File: config.mk
export PLATFORM = sky130hd
export DESIGN_NAME = gpio_port_ovr
export DESIGN_NICKNAME = d
export VERILOG_FILES = /design/src/rtl/gpio_pkg.sv /design/src/rtl/gpio_sync.sv /design/src/rtl/gpio_pin_ctrl.sv /design/src/rtl/gpio_regs.sv /design/src/rtl/gpio_port_ovr.sv
export SDC_FILE = /design/constraint.sdc
export NUM_CORES = 1
export LEC_CHECK = 0
export BUFFER_PORTS_ARGS = -buffer_cell sky130_fd_sc_hd__buf_2
export CELL_PAD_IN_SITES_DETAIL_PLACEMENT = 1
export CELL_PAD_IN_SITES_GLOBAL_PLACEMENT = 1
export CORE_ASPECT_RATIO = 0.75
export CORE_MARGIN = 10
export CORE_UTILIZATION = 31
export CTS_CLUSTER_DIAMETER = 200
export DETAILED_ROUTE_END_ITERATION = 12
export GPL_ROUTABILITY_DRIVEN = 0
export PLACE_DENSITY_LB_ADDON = 0.3
export SETUP_SLACK_MARGIN = 0.2
export SLEW_MARGIN = 20
export SYNTH_ARGS = -nofsm -noshare
export SYNTH_HDL_FRONTEND = slang
export SYNTH_HIERARCHICAL = 1
export SYNTH_SLANG_ARGS = --single-unit
File: constraint.sdc
create_clock -name clk -period 1.35 [get_ports clk]
set_input_delay 0.27 -clock clk [delete_from_list [all_inputs] [get_ports clk]]
set_output_delay 0.27 -clock clk [all_outputs]
set_load 0.005 [all_outputs]
File: src/rtl/gpio_pkg.sv
package gpio_pkg;
    localparam int NPINS  = 8;
    localparam int AW     = 3;
    localparam int SYNC_N = 2;

    localparam logic [AW-1:0] A_DATA = 3'd0;
    localparam logic [AW-1:0] A_INP  = 3'd1;
    localparam logic [AW-1:0] A_DIR  = 3'd2;
    localparam logic [AW-1:0] A_RSV  = 3'd3;
    localparam logic [AW-1:0] A_PULL = 3'd4;

    typedef enum logic [1:0] {
        PM_SW     = 2'd0,
        PM_PWM    = 2'd1,
        PM_SHDN   = 2'd2,
        PM_LCDOFF = 2'd3
    } pin_mode_e;

    typedef struct packed {
        logic oe;
        logic ie;
        logic pe;
        logic out;
    } pin_drv_t;

    function automatic pin_mode_e pick_mode(input logic lcd, input logic sd,
                                            input logic pwm);
        if (lcd)      return PM_LCDOFF;
        else if (sd)  return PM_SHDN;
        else if (pwm) return PM_PWM;
        else          return PM_SW;
    endfunction
endpackage

File: src/rtl/gpio_sync.sv
module gpio_sync #(
    parameter int W = 8,
    parameter int STAGES = 2
) (
    input  logic         clk,
    input  logic         rst,
    input  logic [W-1:0] d,
    output logic [W-1:0] q
);
    logic [W-1:0] st [STAGES];

    always_ff @(posedge clk) begin
        if (rst) begin
            for (int i = 0; i < STAGES; i++) st[i] <= '0;
        end else begin
            st[0] <= d;
            for (int i = 1; i < STAGES; i++) st[i] <= st[i-1];
        end
    end

    assign q = st[STAGES-1];
endmodule

File: src/rtl/gpio_pin_ctrl.sv
module gpio_pin_ctrl
    import gpio_pkg::*;
#(
    parameter int N = NPINS,
    parameter int SD_PIN = NPINS - 1
) (
    input  logic [N-1:0] dir,
    input  logic [N-1:0] latch,
    input  logic [N-1:0] pull,
    input  logic [N-1:0] lcd_en,
    input  logic [N-1:0] pwm_en,
    input  logic [N-1:0] pwm_lvl,
    input  logic         pwm_shdn,
    output logic [N-1:0] oe,
    output logic [N-1:0] ie,
    output logic [N-1:0] pe,
    output logic [N-1:0] out
);
    for (genvar i = 0; i < N; i++) begin : g_pin
        pin_mode_e mode;
        pin_drv_t  drv;
        logic      sd_here;

        if (i == SD_PIN) begin : g_sd
            assign sd_here = pwm_shdn;
        end else begin : g_nosd
            assign sd_here = 1'b0;
        end

        assign mode = pick_mode(lcd_en[i], sd_here, pwm_en[i]);

        always_comb begin
            drv.out = latch[i];
            case (mode)
                PM_LCDOFF: begin
                    drv.oe = 1'b0; drv.ie = 1'b0; drv.pe = 1'b0;
                end
                PM_SHDN: begin
                    drv.oe = 1'b0; drv.ie = 1'b1; drv.pe = pull[i];
                end
                PM_PWM: begin
                    drv.oe = 1'b1; drv.ie = 1'b1; drv.pe = 1'b0;
                    drv.out = pwm_lvl[i];
                end
                default: begin
                    drv.oe = dir[i]; drv.ie = 1'b1;
                    drv.pe = pull[i] & ~dir[i];
                end
            endcase
        end

        assign oe[i]  = drv.oe;
        assign ie[i]  = drv.ie;
        assign pe[i]  = drv.pe;
        assign out[i] = drv.out;
    end
endmodule

File: src/rtl/gpio_regs.sv
module gpio_regs
    import gpio_pkg::*;
#(
    parameter int N = NPINS
) (
    input  logic          clk,
    input  logic          rst,
    input  logic [AW-1:0] addr,
    input  logic          wr,
    input  logic [N-1:0]  wdata,
    input  logic [N-1:0]  sync_in,
    input  logic [N-1:0]  eff_oe,
    output logic [N-1:0]  rdata,
    output logic [N-1:0]  dir_q,
    output logic [N-1:0]  data_q,
    output logic [N-1:0]  pull_q
);
    logic wr_data, wr_dir, wr_pull;

    assign wr_data = wr && (addr == A_DATA);
    assign wr_dir  = wr && (addr == A_DIR);
    assign wr_pull = wr && (addr == A_PULL);

    always_ff @(posedge clk) begin
        if (rst) begin
            data_q <= '0;
            dir_q  <= '0;
            pull_q <= '1;
        end else begin
            if (wr_data) data_q <= wdata;
            if (wr_dir)  dir_q  <= wdata;
            if (wr_pull) pull_q <= wdata;
        end
    end

    always_comb begin
        case (addr)
            A_DATA:  rdata = (data_q & eff_oe) | (sync_in & ~eff_oe);
            A_INP:   rdata = sync_in;
            A_DIR:   rdata = dir_q;
            A_PULL:  rdata = pull_q;
            default: rdata = '0;
        endcase
    end

    // the direction bits move only on a direction write
    p_dir_hold_r5: assert property (@(posedge clk) disable iff (rst)
        !$past(wr_dir) |-> $stable(dir_q));

    // writes to the reserved or unmapped locations leave every register as it was
    p_rsv_nowrite_r8: assert property (@(posedge clk) disable iff (rst)
        (wr && addr >= A_RSV && addr != A_PULL) |=>
        ($stable(dir_q) && $stable(data_q) && $stable(pull_q)));
endmodule

File: src/rtl/gpio_port_ovr.sv
module gpio_port_ovr
    import gpio_pkg::*;
#(
    parameter int N = NPINS
) (
    input  logic          clk,
    input  logic          rst,
    input  logic [AW-1:0] bus_addr,
    input  logic          bus_wr,
    input  logic [N-1:0]  bus_wdata,
    output logic [N-1:0]  bus_rdata,
    input  logic [N-1:0]  pad_in,
    input  logic [N-1:0]  lcd_en,
    input  logic [N-1:0]  pwm_en,
    input  logic [N-1:0]  pwm_lvl,
    input  logic          pwm_shdn,
    output logic [N-1:0]  pad_out,
    output logic [N-1:0]  pad_oe,
    output logic [N-1:0]  pad_ie,
    output logic [N-1:0]  pad_pe
);
    localparam int TOP = N - 1;

    logic [N-1:0] dir_q, data_q, pull_q, sync_q, gated_in;

    assign gated_in = pad_in & pad_ie;

    gpio_sync #(.W(N), .STAGES(SYNC_N)) u_sync (
        .clk(clk), .rst(rst), .d(gated_in), .q(sync_q)
    );

    gpio_regs #(.N(N)) u_regs (
        .clk(clk), .rst(rst), .addr(bus_addr), .wr(bus_wr),
        .wdata(bus_wdata), .sync_in(sync_q), .eff_oe(pad_oe),
        .rdata(bus_rdata), .dir_q(dir_q), .data_q(data_q), .pull_q(pull_q)
    );

    gpio_pin_ctrl #(.N(N), .SD_PIN(TOP)) u_pins (
        .dir(dir_q), .latch(data_q), .pull(pull_q),
        .lcd_en(lcd_en), .pwm_en(pwm_en), .pwm_lvl(pwm_lvl),
        .pwm_shdn(pwm_shdn),
        .oe(pad_oe), .ie(pad_ie), .pe(pad_pe), .out(pad_out)
    );

    // an LCD-owned pin has every pad buffer off
    p_lcd_off_r2: assert property (@(posedge clk) disable iff (rst)
        ((lcd_en & (pad_oe | pad_ie | pad_pe)) == '0));

    // PWM-owned pins drive the PWM level
    p_pwm_drive_r3: assert property (@(posedge clk) disable iff (rst)
        ((pwm_en & ~lcd_en & ~({pwm_shdn, {(N-1){1'b0}}}) &
          (~pad_oe | (pad_out ^ pwm_lvl))) == '0));

    // shutdown keeps the top pin an input
    p_shdn_input_r4: assert property (@(posedge clk) disable iff (rst)
        (pwm_shdn && !lcd_en[TOP]) |-> (!pad_oe[TOP] && pad_ie[TOP]));

    // reserved location reads zero
    p_rsv_zero_r8: assert property (@(posedge clk) disable iff (rst)
        (bus_addr == A_RSV) |-> (bus_rdata == '0));

    // no pull device on a driven pin
    p_pull_gate_r9: assert property (@(posedge clk) disable iff (rst)
        ((pad_pe & pad_oe) == '0));
endmodule

After elaboration in Yosys (flattened, before gate mapping)
Memory sizes are Yosys's and may differ from the RTL's.
Cells that the tools add are included.
{ "word_totals": {"n_memories": 1, "out_inout_bits": 40, "mem_bits_ro": 0, "latchBits": 0, "ram_bits": 16, "in_bits": 47, "reg_bits": 24, "elab_cells": 97} }
{ "classes": {"bitwise_logic": 23, "n_eq_ne": 27, "div": 0, "mux": 39, "n_mul": 0, "order_cmp": 0, "n_reduce_logical": 4, "shifts": 0, "addsub": 0} }
{ "memory_table": {"columns": ["memory", "words", "word_bits", "read_ports", "rd_ports_with_merged_regs", "wr", "line", "source"], "rows": [
  ["u_sync.st", 2, 8, 2, 0, 2, "gpio_sync.sv:10", "logic [W-1:0] st [STAGES];"]
]} }
{ "ops": {"columns": ["operator", "n"], "rows": [
  ["$pmux 3 s3", 8],
  ["$eq 2x2->1 const B", 16],
  ["$pmux 8 s4", 1],
  ["$and 8x8->8", 3],
  ["$mux 1", 19],
  ["$mux 2", 9],
  ["$eq 2x1->1 const B", 8],
  ["$mux 8", 2],
  ["$and 1x1->1", 8],
  ["$not 1->1", 8],
  ["$not 8->8", 1],
  ["$or 8x8->8", 1],
  ["$eq 3x1->1 const B", 1],
  ["$eq 3x2->1 const B", 1],
  ["$eq 3x3->1 const B", 1],
  ["$logic_and 1x1->1", 3],
  ["$logic_not 3->1", 1],
  ["$or 1x1->1", 2]
]} }

Longest topological paths before layout
Gate-level depths: netlist (run 1).
{ "depth": {"ltp_word": 9, "depth_mapped": 5} }

Hierarchy
Netlist (run 1), hierarchy kept.
{ "by_module_without_submodules": {"columns": ["mod", "seq_area_each_um2", "cells_per_inst", "n_inst", "area_each_um2"], "rows": [
  ["gpio_regs", 480.5, 130, 1, 1188.6],
  ["gpio_sync", 320.3, 41, 1, 524.3],
  ["gpio_pin_ctrl", 0.0, 48, 1, 321.6],
  ["gpio_port_ovr", 0.0, 8, 1, 50.0]
]} }

Worst setup path before layout (run 1)
OpenSTA, ideal clock, no wires.
{ "synth_timing": {"path_kind": "input to output", "start": "in bus_addr[1]", "end": "out bus_rdata[0]", "path_stages": 4, "setup_slack_ps": 55, "n_path_buf": 2, "t_arrival_ps": 1025, "cell_sequence": "buf_2 or2_2 buf_1 o21ai_0"} }
{ "synth_between": {"elab_chain_cells": 2, "elab_cells_between_ends": 5, "cone_classes": "3 x eq/ne; 1 x mux; 1 x reduce/logical"} }
{ "synth_lines": {"columns": ["item", "line", "source"], "rows": [
  ["start, declared", "gpio_port_ovr.sv:8", "input logic [AW-1:0] bus_addr,"],
  ["$eq 3x3->1 (tied with other cells)", "gpio_regs.sv:37", "case (addr)"],
  ["$pmux 8 s4 *", "gpio_regs.sv:37", null],
  ["end, declared", "gpio_port_ovr.sv:11", "output logic [N-1:0] bus_rdata,"]
]} }
Mark *: on every way between the ends. The rest lies on a longest branch, timed or not.

Worst setup path after layout (run 1)
{ "layout_timing": {"start": "reg u_regs.dir_q[3]", "end": "out bus_rdata[3]"} }
{ "layout_between": {"elab_chain_cells": 5, "elab_cells_between_ends": 6, "cone_classes": "2 x mux; 4 x bitwise"} }
{ "layout_lines": {"columns": ["item", "line", "source"], "rows": [
  ["start, declared", "gpio_regs.sv:14", "output logic [N-1:0] dir_q,"],
  ["start signal, assigned", "gpio_regs.sv:31", "if (wr_dir) dir_q <= wdata;"],
  ["$pmux 3 s3", "gpio_pin_ctrl.sv:34", "case (mode)"],
  ["$not 8->8", "gpio_regs.sv:38", "A_DATA: rdata = (data_q & eff_oe) | (sync_in & ~eff_oe);"],
  ["$and 8x8->8", "gpio_regs.sv:38", null],
  ["$or 8x8->8", "gpio_regs.sv:38", null],
  ["$pmux 8 s4 *", "gpio_regs.sv:37", null]
]} }
Marked as above.

==> results by group, run 1 <==
Run status
  – Status: finished, violations left
  – Violated checks: setup timing

Logic synthesis
  – Ys flop type: dfxtp_1
  – Distinct cells, synth: 30
  – Share of flip-flops with an asynchronous set or reset: 0%
  – Top cells by area, synth: dfxtp_1, mux2i_1, mux2_4
  – Post-synthesis sequential area ratio: 38.42%
  – Synth area leader: dfxtp_1
  – Yosys reg bits: 40
  – Synth Cell Area: 2084 sq um
  – Cells after Synth: 227
  – Warnings, synthesis: 6
  – Yosys top cell area share: 38.42%
  – EDFF count, synth: 0
  – Mean post-synth cell area: 9.183 sq um
  – Mapped Nets: around 270

Critical path
  – CP Launch Point: u_regs/dir_q[3]
  – WP data required: 1.08 ns
  – Slowest stage delay, CP: about 0.34 ns
  – Critical path endpoint category: output pin
  – Crit-path leading delay family: flip-flops
  – R2R Setup Slk: 0.52 ns
  – Slowest library cell on the worst path: dfxtp_2
  – Critical Path Stages: 6
  – Crit path DAT: 1.30 ns
  – CP cell instances: nor2_4 -> nor2_2 -> nand2b_1 -> mux2i_1 -> o21ai_2 -> buf_2
  – Worst-path fanout max: 2
  – FF-to-FF End: u_regs/pull_q[7]
  – Worst setup SP type: flop
  – Worst Reg-to-Reg Cells: 2
  – CP Buf/Inv Count: 1
  – Setup CP Type: flop to output pin
  – Worst R2R Start: u_regs/pull_q[7]

Global route
  – Top Usage Layer GRT: met2
  – GR Layer Usage met2: around a fifth
  – Total GRT Usage: 12.57%
  – Met1 GRT Util: ~15%
  – Grt met3 use: 4.997%
  – Number of antenna violations at the first check in global routing: 0
  – Global-route wire length before repair: 10.75 mm
  – Largest net degree at the start of global routing: 30
  – Vias in the first global route: 2128
  – Grt ovf: 0

Clocking
  – Clock root cell: clkbuf_8
  – CTS tree: done
  – Htree depth: 2
  – Post-CTS Hold Buffers: 0
  – CTS Buf Count: 5
  – Clock sink total: 40
  – CTS max path bufs: 2
  – Clk pin slew, worst setup/hold paths: 0.08 ns
  – Worst-Skew Late Latency: 0.29 ns

Drt
  – Vias/cell: about 4.9
  – First DRT Iteration DRCs: 54
  – # DRC: 0
  – Via total after detailed routing: 1984
  – First-pass iteration count of the detailed router: 4
  – Antenna Violating Nets Remaining: 0
  – WL/cell: 16.72 um
  – Routed wire length: 6.837 mm

STA
  – Max Freq: approximately 0.64 GHz
  – Setup ws final: -0.2240 ns
  – Minimum clock period: 1.574 ns
  – Slew Limit Fails: 0
  – Final setup viols: 9
  – Tcrit/Tclk final: 116.6%
  – Worst slew margin: 73.17%
  – Slew of the pin with the lowest slew margin: 0.4021 ns
  – RSZ-0062 raised after global routing: yes
  – Final Hold Fails: 0
  – Worst clock skew: a little under 0.0003 ns
  – Worst hold slack: between 0.2 and 0.25 ns

Power
  – Leakage: 0.001443 uW
  – VDD IR-drop max: 0.0003566 V
  – Pwr dens: 810.2 nW/um^2

Placed design
  – Pre-CTS setup slack: -0.5021 ns
  – DP HPWL: a little over 5 mm
  – I/O Buffers: 86

Final layout
  – FILL cells: roughly 750
  – Synth-to-Final Area Change: 48.62%
  – Nets: about 380
  – Layout cells sized above 1: between 50% and 60%
  – N_diodes: 0

Worst hold path
  – Hold depth: 2
  – Worst Hold Launch: rst
  – Hold crit path type: primary input to flop
  – Min-Delay Endpoint: u_sync/st[0][8]

Die
  – Die area: between 10000 and 15000 sq um
  – Die span in x: between 100 and 150 um
  – Die Y: 91.02 um
  – Cell row count: 25
  – Core Region: 6412 sq um
  – Starting Density: 32.51%
  – Boundary Pins: 87

Flow run
  – Max-cap violation count: 0
==> state kept, by name, indices dropped and copies added (netlist names) <==
register / flops
u_sync/st: 16
u_regs/data_q: 8
u_regs/dir_q: 8
u_regs/pull_q: 8
==> kinds of logic after synthesis <==
kind of cell           synth area share, %
buffers and inverters                6.842
AO/OA/AOI/OAI                        11.04
flip-flops                           38.42
multiplexers                         13.45
AND/OR/NAND/NOR                      30.25
==> placed cells by master, fill, tap and decap left out, drive strengths merged, types with 8 or more instances in the layout <==
master,n
o21ai,8
a32oi,8
inv,9
mux2i,16
dfxtp,40
buf,110
nor2,24
nand2b,8
a211o,8
a21oi,8
nand2,16
nor2b,19
mux2,8
and2,15
==> worst max-delay path by stage <==
stage                                  end  slack [ns]
after floorplan           u_regs/data_q[2]        0.12
after CTS                     bus_rdata[7]       -0.29
after detailed placement      bus_rdata[0]       -0.50
after global placement        bus_rdata[7]       -0.44
final                         bus_rdata[3]       -0.22
after global routing          bus_rdata[7]       -0.30
==> metrics by stage <==
step / instances / utilization [%] / area [sq um] / power (uW) / TNS (ns)
floorplan: 227 / - / 2141 / 1487 / 0
global placement: 392 / 42.03 / 2695 / 1699 / -5.005
detailed placement: 392 / 42.03 / 2695 / 1711 / -5.790
CTS: 409 / 47.20 / 3027 / 2518 / -1.965
global route: 409 / 48.31 / 3098 / 2639 / -2.289
finish: 409 / 48.31 / 3098 / 2510 / -1.533
==> layer usage <==
| metal | wire [um] | up-vias |
|---|---|---|
| met5 | 0 | - |
| met4 | 38 | 0 |
| met3 | 540 | 5 |
| met2 | 3251 | 56 |
| met1 | 3006 | 955 |
| li1 | - | 968 |
==> Yosys cell counts, drive strengths merged (2+ instances only) <==
cell	count
nor2	24
inv	9
a32oi	8
and2	15
mux2i	16
buf	14
a211o	8
o21ai	8
nor3b	2
a21oi	8
clkbuf	3
mux2	8
nor2b	19
and3	7
nand2b	8
nand2	16
and4bb	2
dfxtp	40
and2b	6
==> where the power goes <==
part / switching (uW) / internal [uW] / leakage, uW / total, uW
Sequential: 20.7 / 1210 / 0.000334 / 1230
Clock: 400 / 350 / 0.0000400 / 750
Combinational: 239 / 288 / 0.00107 / 527
Total: 660 / 1850 / 0.00144 / 2510
==> repair_timing <==
item                                    4_1_cts  5_1_grt
pin swaps                                    19       16
buffers inserted                              9        0
endpoints found under the setup margin       36       56
gates resized for setup                      52       22
cloned                                        1        0
==> final cells by class <==
type / instances / area (sq um) / area share (%)
Sequential cell: 40 / 825.8 / 26.66
Multi-Input combinational cell: 162 / 1292 / 41.72
Clock buffer: 5 / 68.82 / 2.221
Clock inverter: 2 / 12.51 / 0.4039
Inverter: 9 / 33.78 / 1.090
Timing Repair Buffer: 110 / 763.2 / 24.64
Tap cell: 81 / 101.3 / 3.271
No activity file was read; power rests on OpenSTA's default activity.
==> run 2: changes to the inputs <==
--- a/config.mk
+++ b/config.mk
@@ -6,14 +6,13 @@
 export NUM_CORES = 1
 export LEC_CHECK = 0
 export BUFFER_PORTS_ARGS = -buffer_cell sky130_fd_sc_hd__buf_2
-export CELL_PAD_IN_SITES_DETAIL_PLACEMENT = 1
+export CELL_PAD_IN_SITES_DETAIL_PLACEMENT = 0
 export CELL_PAD_IN_SITES_GLOBAL_PLACEMENT = 1
-export CORE_ASPECT_RATIO = 0.75
+export CORE_ASPECT_RATIO = 2
 export CORE_MARGIN = 10
 export CORE_UTILIZATION = 31
 export CTS_CLUSTER_DIAMETER = 200
 export DETAILED_ROUTE_END_ITERATION = 12
-export GPL_ROUTABILITY_DRIVEN = 0
 export PLACE_DENSITY_LB_ADDON = 0.3
 export SETUP_SLACK_MARGIN = 0.2
 export SLEW_MARGIN = 20
==> results by group, run 2 (synthesis gave the netlist of run 1 again) <==
Placed design
  – I/O Buffers: 86 (unchanged)
  – GP Congestion: roughly 0.75
  – DP HPWL: 4.947 mm (was 5.076 mm)

STA
  – Worst slew margin: 74.86% (was 73.17%)
  – Setup ws final: -0.1783 ns (was -0.2240 ns)
  – Setup TNS: -1.358 ns (was -1.533 ns)
  – Tcrit/Tclk final: 113.2% (was 116.6%)
  – Minimum clock period: 1.528 ns (was 1.574 ns)
  – Max Freq: 0.6543 GHz (was 0.6353 GHz)
  – Worst clock skew: 0.0002187 ns (was 0.0002910 ns)
  – Slew Limit Fails: 0 (unchanged)
  – RSZ-0062 raised after global routing: yes (unchanged)
  – Final setup viols: 9 (unchanged)
  – Final Hold Fails: 0 (unchanged)
  – Slew of the pin with the lowest slew margin: 0.3767 ns (was 0.4021 ns)

Final layout
  – FILL cells: 654 (was 752)
  – Area of the multi-input gates: 1350 sq um (was 1292 sq um)
  – Reg with most FFs: u_sync/st (unchanged)
  – N_diodes: 0 (unchanged)
  – Most common cell after layout, fill and taps aside: buf_2 (unchanged)
  – Final Core Density: 50.61% (was 48.31%)
  – Synth-to-Final Area Change: 59.48% (was 48.62%)
  – Max reg flops: 16 (unchanged)
  – Commonest cells after routing, fill and taps aside: buf_2, dfxtp_1, buf_6, buf_4, mux2i_1 (was buf_2, dfxtp_1, buf_4, mux2i_1)
  – Nets: 379 (was 375)
  – FF/Latch Area: 823.3 sq um (was 825.8 sq um)
  – Layout cells sized above 1: 62.16% (was 57.01%)

Drt
  – Max layer used: met4 (unchanged)
  – Vias/cell: 4.698 (was 4.851)
  – Routed wire length: 6.618 mm (was 6.837 mm)
  – WL met2: 3.768 mm (was 3.251 mm)
  – WL/cell: 15.72 um (was 16.72 um)
  – First DRT Iteration DRCs: 73 (was 54)
  – First-pass iteration count of the detailed router: 4 (unchanged)
  – Met1 wire length: 2.460 mm (was 3.006 mm)
  – Antenna Violating Nets Remaining: 0 (unchanged)
  – Via total after detailed routing: 1978 (was 1984)
  – WL met3: 300 um (was 540 um)
  – # DRC: 0 (unchanged)

Run status
  – Violated checks: setup timing (unchanged)
  – Status: finished, violations left (unchanged)

Critical path
  – WP data required: 1.08 ns (about the same)
  – CP Buf/Inv Count: 1 (unchanged)
  – Slowest library cell on the worst path: dfxtp_2 (unchanged)
  – Crit-path leading delay family: flip-flops (unchanged)
  – Worst R2R Start: u_regs/pull_q[7] (unchanged)
  – CP Launch Point: u_regs/dir_q[7] (was u_regs/dir_q[3])
  – Crit path DAT: 1.26 ns (was 1.30 ns)
  – Slowest stage delay, CP: 0.35 ns (was 0.34 ns)
  – Worst-path fanout max: 2 (unchanged)
  – Critical path endpoint category: output pin (unchanged)
  – CP cell instances: nor2_4 -> nor3_2 -> nand2b_1 -> mux2i_1 -> o21ai_2 -> buf_2 (was nor2_4 -> nor2_2 -> nand2b_1 -> mux2i_1 -> o21ai_2 -> buf_2)
  – Worst setup SP type: flop (unchanged)
  – Setup CP Type: flop to output pin (unchanged)

Clocking
  – Clk pin slew, worst setup/hold paths: 0.05 ns (was 0.08 ns)
  – Htree depth: 2 (unchanged)
  – Clock root cell: clkbuf_16 (was clkbuf_8)
  – CTS Buf Count: 5 (unchanged)
  – Post-CTS Hold Buffers: 0 (unchanged)
  – Worst-Skew Late Latency: 0.27 ns (was 0.29 ns)
  – CTS max path bufs: 2 (unchanged)
  – CTS tree: done (unchanged)
  – Clock sink total: 40 (unchanged)

Worst hold path
  – Worst Hold Launch: bus_wdata[7] (was rst)
  – Hold crit path type: primary input to flop (unchanged)

Die
  – Cell row count: 42 (was 25)
  – Core Region: 6569 sq um (was 6412 sq um)
  – Die span in x: 77.99 um (was 114.7 um)
  – Boundary Pins: 87 (unchanged)
  – Die Y: 136.0 um (was 91.02 um)
  – Die area: 10600 sq um (was 10440 sq um)
  – Starting Density: 31.73% (was 32.51%)

Power
  – Pwr dens: 961.6 nW/um^2 (was 810.2 nW/um^2)
  – VDD IR-drop max: 0.0007889 V (was 0.0003566 V)
  – Leakage: 0.001531 uW (was 0.001443 uW)

Global route
  – Vias in the first global route: 2090 (was 2128)
  – Total GRT Usage: 12.28% (was 12.57%)
  – Grt ovf: 0 (unchanged)
  – Global-route wire length before repair: 10.27 mm (was 10.75 mm)
  – Largest net degree at the start of global routing: 29 (was 30)
  – Number of antenna violations at the first check in global routing: 0 (unchanged)

Flow run
  – Max-cap violation count: 0 (unchanged)
run 2: path summary, 6_finish.rpt:
kind | end | slack (ns) | depth (start not counted)
min | u_regs/pull_q[7] | 0.23 | 2
max | bus_rdata[7] | -0.18 | 6
min reg2reg | u_sync/st[0][10] | 0.44 | 1
max reg2reg | u_regs/pull_q[7] | 0.53 | 2
run 2: timing repair:
action,in CTS,in global routing
pin swaps,26,15
endpoints found under the setup margin,41,42
resized for setup,53,41
buffers inserted,6,3
run 2: report_power, final:
group / switching (uW) / leakage, uW / total (uW) / internal, uW
Clock: 434 / 0.0000901 / 1410 / 972
Combinational: 241 / 0.00111 / 552 / 311
Sequential: 22.8 / 0.000334 / 1240 / 1220
Total: 698 / 0.00153 / 3200 / 2500
run 2: metrics by stage:
step	setup WS [ns]	area, sq um	instances	total power, uW	hold WS, ns
after floorplan	0.1193	2141	227	1487	0.3643
after global placement	-0.4435	2741	404	1708	0.4179
after detailed placement	-0.4479	2741	404	1712	0.4286
after CTS	-0.2005	3142	418	3187	0.2225
after global routing	-0.2649	3324	421	3334	0.2477
final	-0.1783	3324	421	3197	0.2273
run 2: per-layer routing:
layer  track usage, %  vias up
li1                 -      979
met1            11.85      949
met2            23.63       44
met3            2.910        6
met4            5.511        0
met5                0        -
run 2: layout make-up:
type                    instances  share of cell area [%]
clock buffers                   7                   4.592
clock inverters                 1                  0.9033
inverters                       9                   1.016
multi-input cells             161                   40.61
flip-flops and latches         40                   24.76
well taps                      88                   3.312
repair buffers                115                   24.80
==> run 3: changes to the inputs <==
--- a/config.mk
+++ b/config.mk
@@ -20,3 +20,4 @@
 export SYNTH_HDL_FRONTEND = slang
 export SYNTH_HIERARCHICAL = 1
 export SYNTH_SLANG_ARGS = --single-unit
+export TNS_END_PERCENT = 1
==> results by group, run 3 (synthesis gave the netlist of run 1 again) <==
Die
  – Cell row count: 42 (unchanged)
  – Die area: 10600 sq um (unchanged)
  – Starting Density: 31.73% (unchanged)
  – Core Region: 6569 sq um (unchanged)
  – Die Y: 136.0 um (unchanged)
  – Boundary Pins: 87 (unchanged)
  – Die span in x: 77.99 um (unchanged)

Final layout
  – N_diodes: 0 (unchanged)
  – Layout cells sized above 1: 54.52% (was 62.16%)
  – Synth-to-Final Area Change: 48.74% (was 59.48%)
  – Nets: 379 (unchanged)
  – Max reg flops: 16 (unchanged)
  – Commonest cells after routing, fill and taps aside: buf_2, dfxtp_1, buf_4, buf_6 (was buf_2, dfxtp_1, buf_6, buf_4, mux2i_1)
  – Final Core Density: 47.20% (was 50.61%)
  – Most common cell after layout, fill and taps aside: buf_2 (unchanged)
  – Reg with most FFs: u_sync/st (unchanged)
  – Finished layout cell area: 3100 sq um (was 3324 sq um)

Critical path
  – Worst-path fanout max: 2 (unchanged)
  – Critical path endpoint category: output pin (unchanged)
  – Worst R2R Start: u_regs/pull_q[7] (unchanged)
  – Critical path endpoint: bus_rdata[7] (unchanged)
  – Crit path DAT: 1.30 ns (was 1.26 ns)
  – CP Launch Point: u_regs/dir_q[7] (unchanged)
  – FF-to-FF End: u_regs/pull_q[7] (unchanged)
  – Worst Reg-to-Reg Cells: 2 (unchanged)
  – WP data required: 1.08 ns (about the same)
  – Setup CP Type: flop to output pin (unchanged)
  – R2R Setup Slk: 0.53 ns (about the same)
  – Worst setup SP type: flop (unchanged)

Placed design
  – GP Congestion: 0.7699 (was 0.7516)
  – DP HPWL: 5.043 mm (was 4.947 mm)
  – Dpl cell area: 2739 sq um (was 2741 sq um)
  – I/O Buffers: 86 (unchanged)

Flow run
  – Max-cap violation count: 0 (unchanged)

Power
  – Logic pwr share: 17.0% (was 17.3%)
  – Internal power: 2271 uW (was 2499 uW)
  – VDD IR-drop max: 0.0005610 V (was 0.0007889 V)
  – Clock share of power: 40.8% (was 44.0%)
  – Pwr dens: 944.3 nW/um^2 (was 961.6 nW/um^2)
  – NetSw: 656.7 uW (was 698.1 uW)
  – Sw frac: 22.43% (was 21.84%)
  – Power share of the sequential group: 42.2% (was 38.8%)
  – Leakage: 0.001460 uW (was 0.001531 uW)

Clocking
  – Clock sink total: 40 (unchanged)
  – Post-CTS Hold Buffers: 0 (unchanged)
  – CTS tree: done (unchanged)
  – CTS Buf Count: 5 (unchanged)
  – Worst-Skew Late Latency: 0.27 ns (about the same)
  – Clk pin slew, worst setup/hold paths: 0.06 ns (was 0.05 ns)
  – CTS max path bufs: 2 (unchanged)
  – Htree depth: 2 (unchanged)
  – Clock root cell: clkbuf_16 (unchanged)

Run status
  – Violated checks: setup timing (unchanged)
  – Status: finished, violations left (unchanged)

STA
  – RSZ-0062 raised after global routing: yes (unchanged)
  – Slew of the pin with the lowest slew margin: 0.4003 ns (was 0.3767 ns)
  – Setup TNS: -1.312 ns (was -1.358 ns)
  – Tcrit/Tclk final: 116.0% (was 113.2%)
  – Minimum clock period: 1.567 ns (was 1.528 ns)
  – Slew Limit Fails: 0 (unchanged)
  – Final setup viols: 9 (unchanged)
  – Setup ws final: -0.2167 ns (was -0.1783 ns)
  – Worst clock skew: 0.002496 ns (was 0.0002187 ns)
  – Worst slew margin: 73.31% (was 74.86%)
  – Max Freq: 0.6383 GHz (was 0.6543 GHz)
  – Final Hold Fails: 0 (unchanged)

Drt
  – Via total after detailed routing: 1900 (was 1978)
  – # DRC: 0 (unchanged)
  – WL/cell: 14.78 um (was 15.72 um)
  – Antenna Violating Nets Remaining: 0 (unchanged)
  – First-pass iteration count of the detailed router: 4 (unchanged)
  – First DRT Iteration DRCs: 78 (was 73)
  – Vias/cell: 4.524 (was 4.698)
  – Routed wire length: 6.206 mm (was 6.618 mm)

Global route
  – Total GRT Usage: 11.66% (was 12.28%)
  – Largest net degree at the start of global routing: 21 (was 29)
  – Grt ovf: 0 (unchanged)
  – Vias in the first global route: 2063 (was 2090)
  – Global-route wire length before repair: 9.949 mm (was 10.27 mm)
  – Number of antenna violations at the first check in global routing: 0 (unchanged)

Worst hold path
  – Worst Hold Launch: bus_wdata[7] (unchanged)
  – Hold crit path type: primary input to flop (unchanged)
==> run 3: cell count changes in the layout (fill, tap and decap cells not counted), sizes merged <==
cell	previous run	this run
bufinv	1	0
==> run 3: timing repair <==
item | CTS | global route
resized for setup | 48 | 13
pin swaps | 9 | 5
setup endpoints to repair | 43 | 46
endpoints found under the hold margin | 0 | 0
buffers inserted | 1 | 0
==> run 3: worst min-delay path by stage <==
stage / to / depth (start not counted) / slack, ns
3_3_place_gp: u_sync/st[0][10] / 1 / 0.42
2_1_floorplan: u_regs/pull_q[0] / 1 / 0.36
4_1_cts: u_regs/pull_q[7] / 2 / 0.23
5_1_grt: u_regs/pull_q[7] / 2 / 0.24
3_5_place_dp: u_sync/st[0][12] / 1 / 0.43
6_report: u_regs/pull_q[7] / 2 / 0.23
==> run 3: power groups by stage <==
stage	logic [uW]	registers [uW]	clock network, uW
after CTS	494	1240	1230
after global placement	441	1260	0
final	498	1240	1190
after detailed placement	446	1260	0
after floorplan	218	1250	0
after global routing	549	1240	1270
==> run 3: cell type report <==
type	instances	area [sq um]
inverters	9	33.78
flip-flops and latches	40	822.0
clock buffers	7	152.6
multi-input cells	161	1217
fillers	672	3468
well taps	88	110.1
repair buffers	115	764.5
==> run 3: worst max-delay path, cell delays in order, from the launching register on <==
cell	delay, ns
dfxtp_2	0.33
nor2_2	0.05
nor3_2	0.15
nand2b_1	0.09
mux2i_1	0.12
o21ai_1	0.13
buf_2	0.14
==> run 3: layer usage <==
layer	GRT usage [%]	vias up	wire length, um
li1	-	969	-
met1	11.39	886	2209
met2	22.57	40	3606
met5	0	-	0
met4	4.810	0	108
met3	2.646	5	281
==> run 3: per-stage QoR <==
step	total power (uW)	hold WS (ns)	instances	setup slack, ns
global placement	1702	0.4187	412	-0.1448
global route	3062	0.2411	420	-0.2790
CTS	2958	0.2275	420	-0.2368
finish	2928	0.2305	420	-0.2167
detailed placement	1707	0.4250	412	-0.1536
floorplan	1471	0.3643	227	0.08409
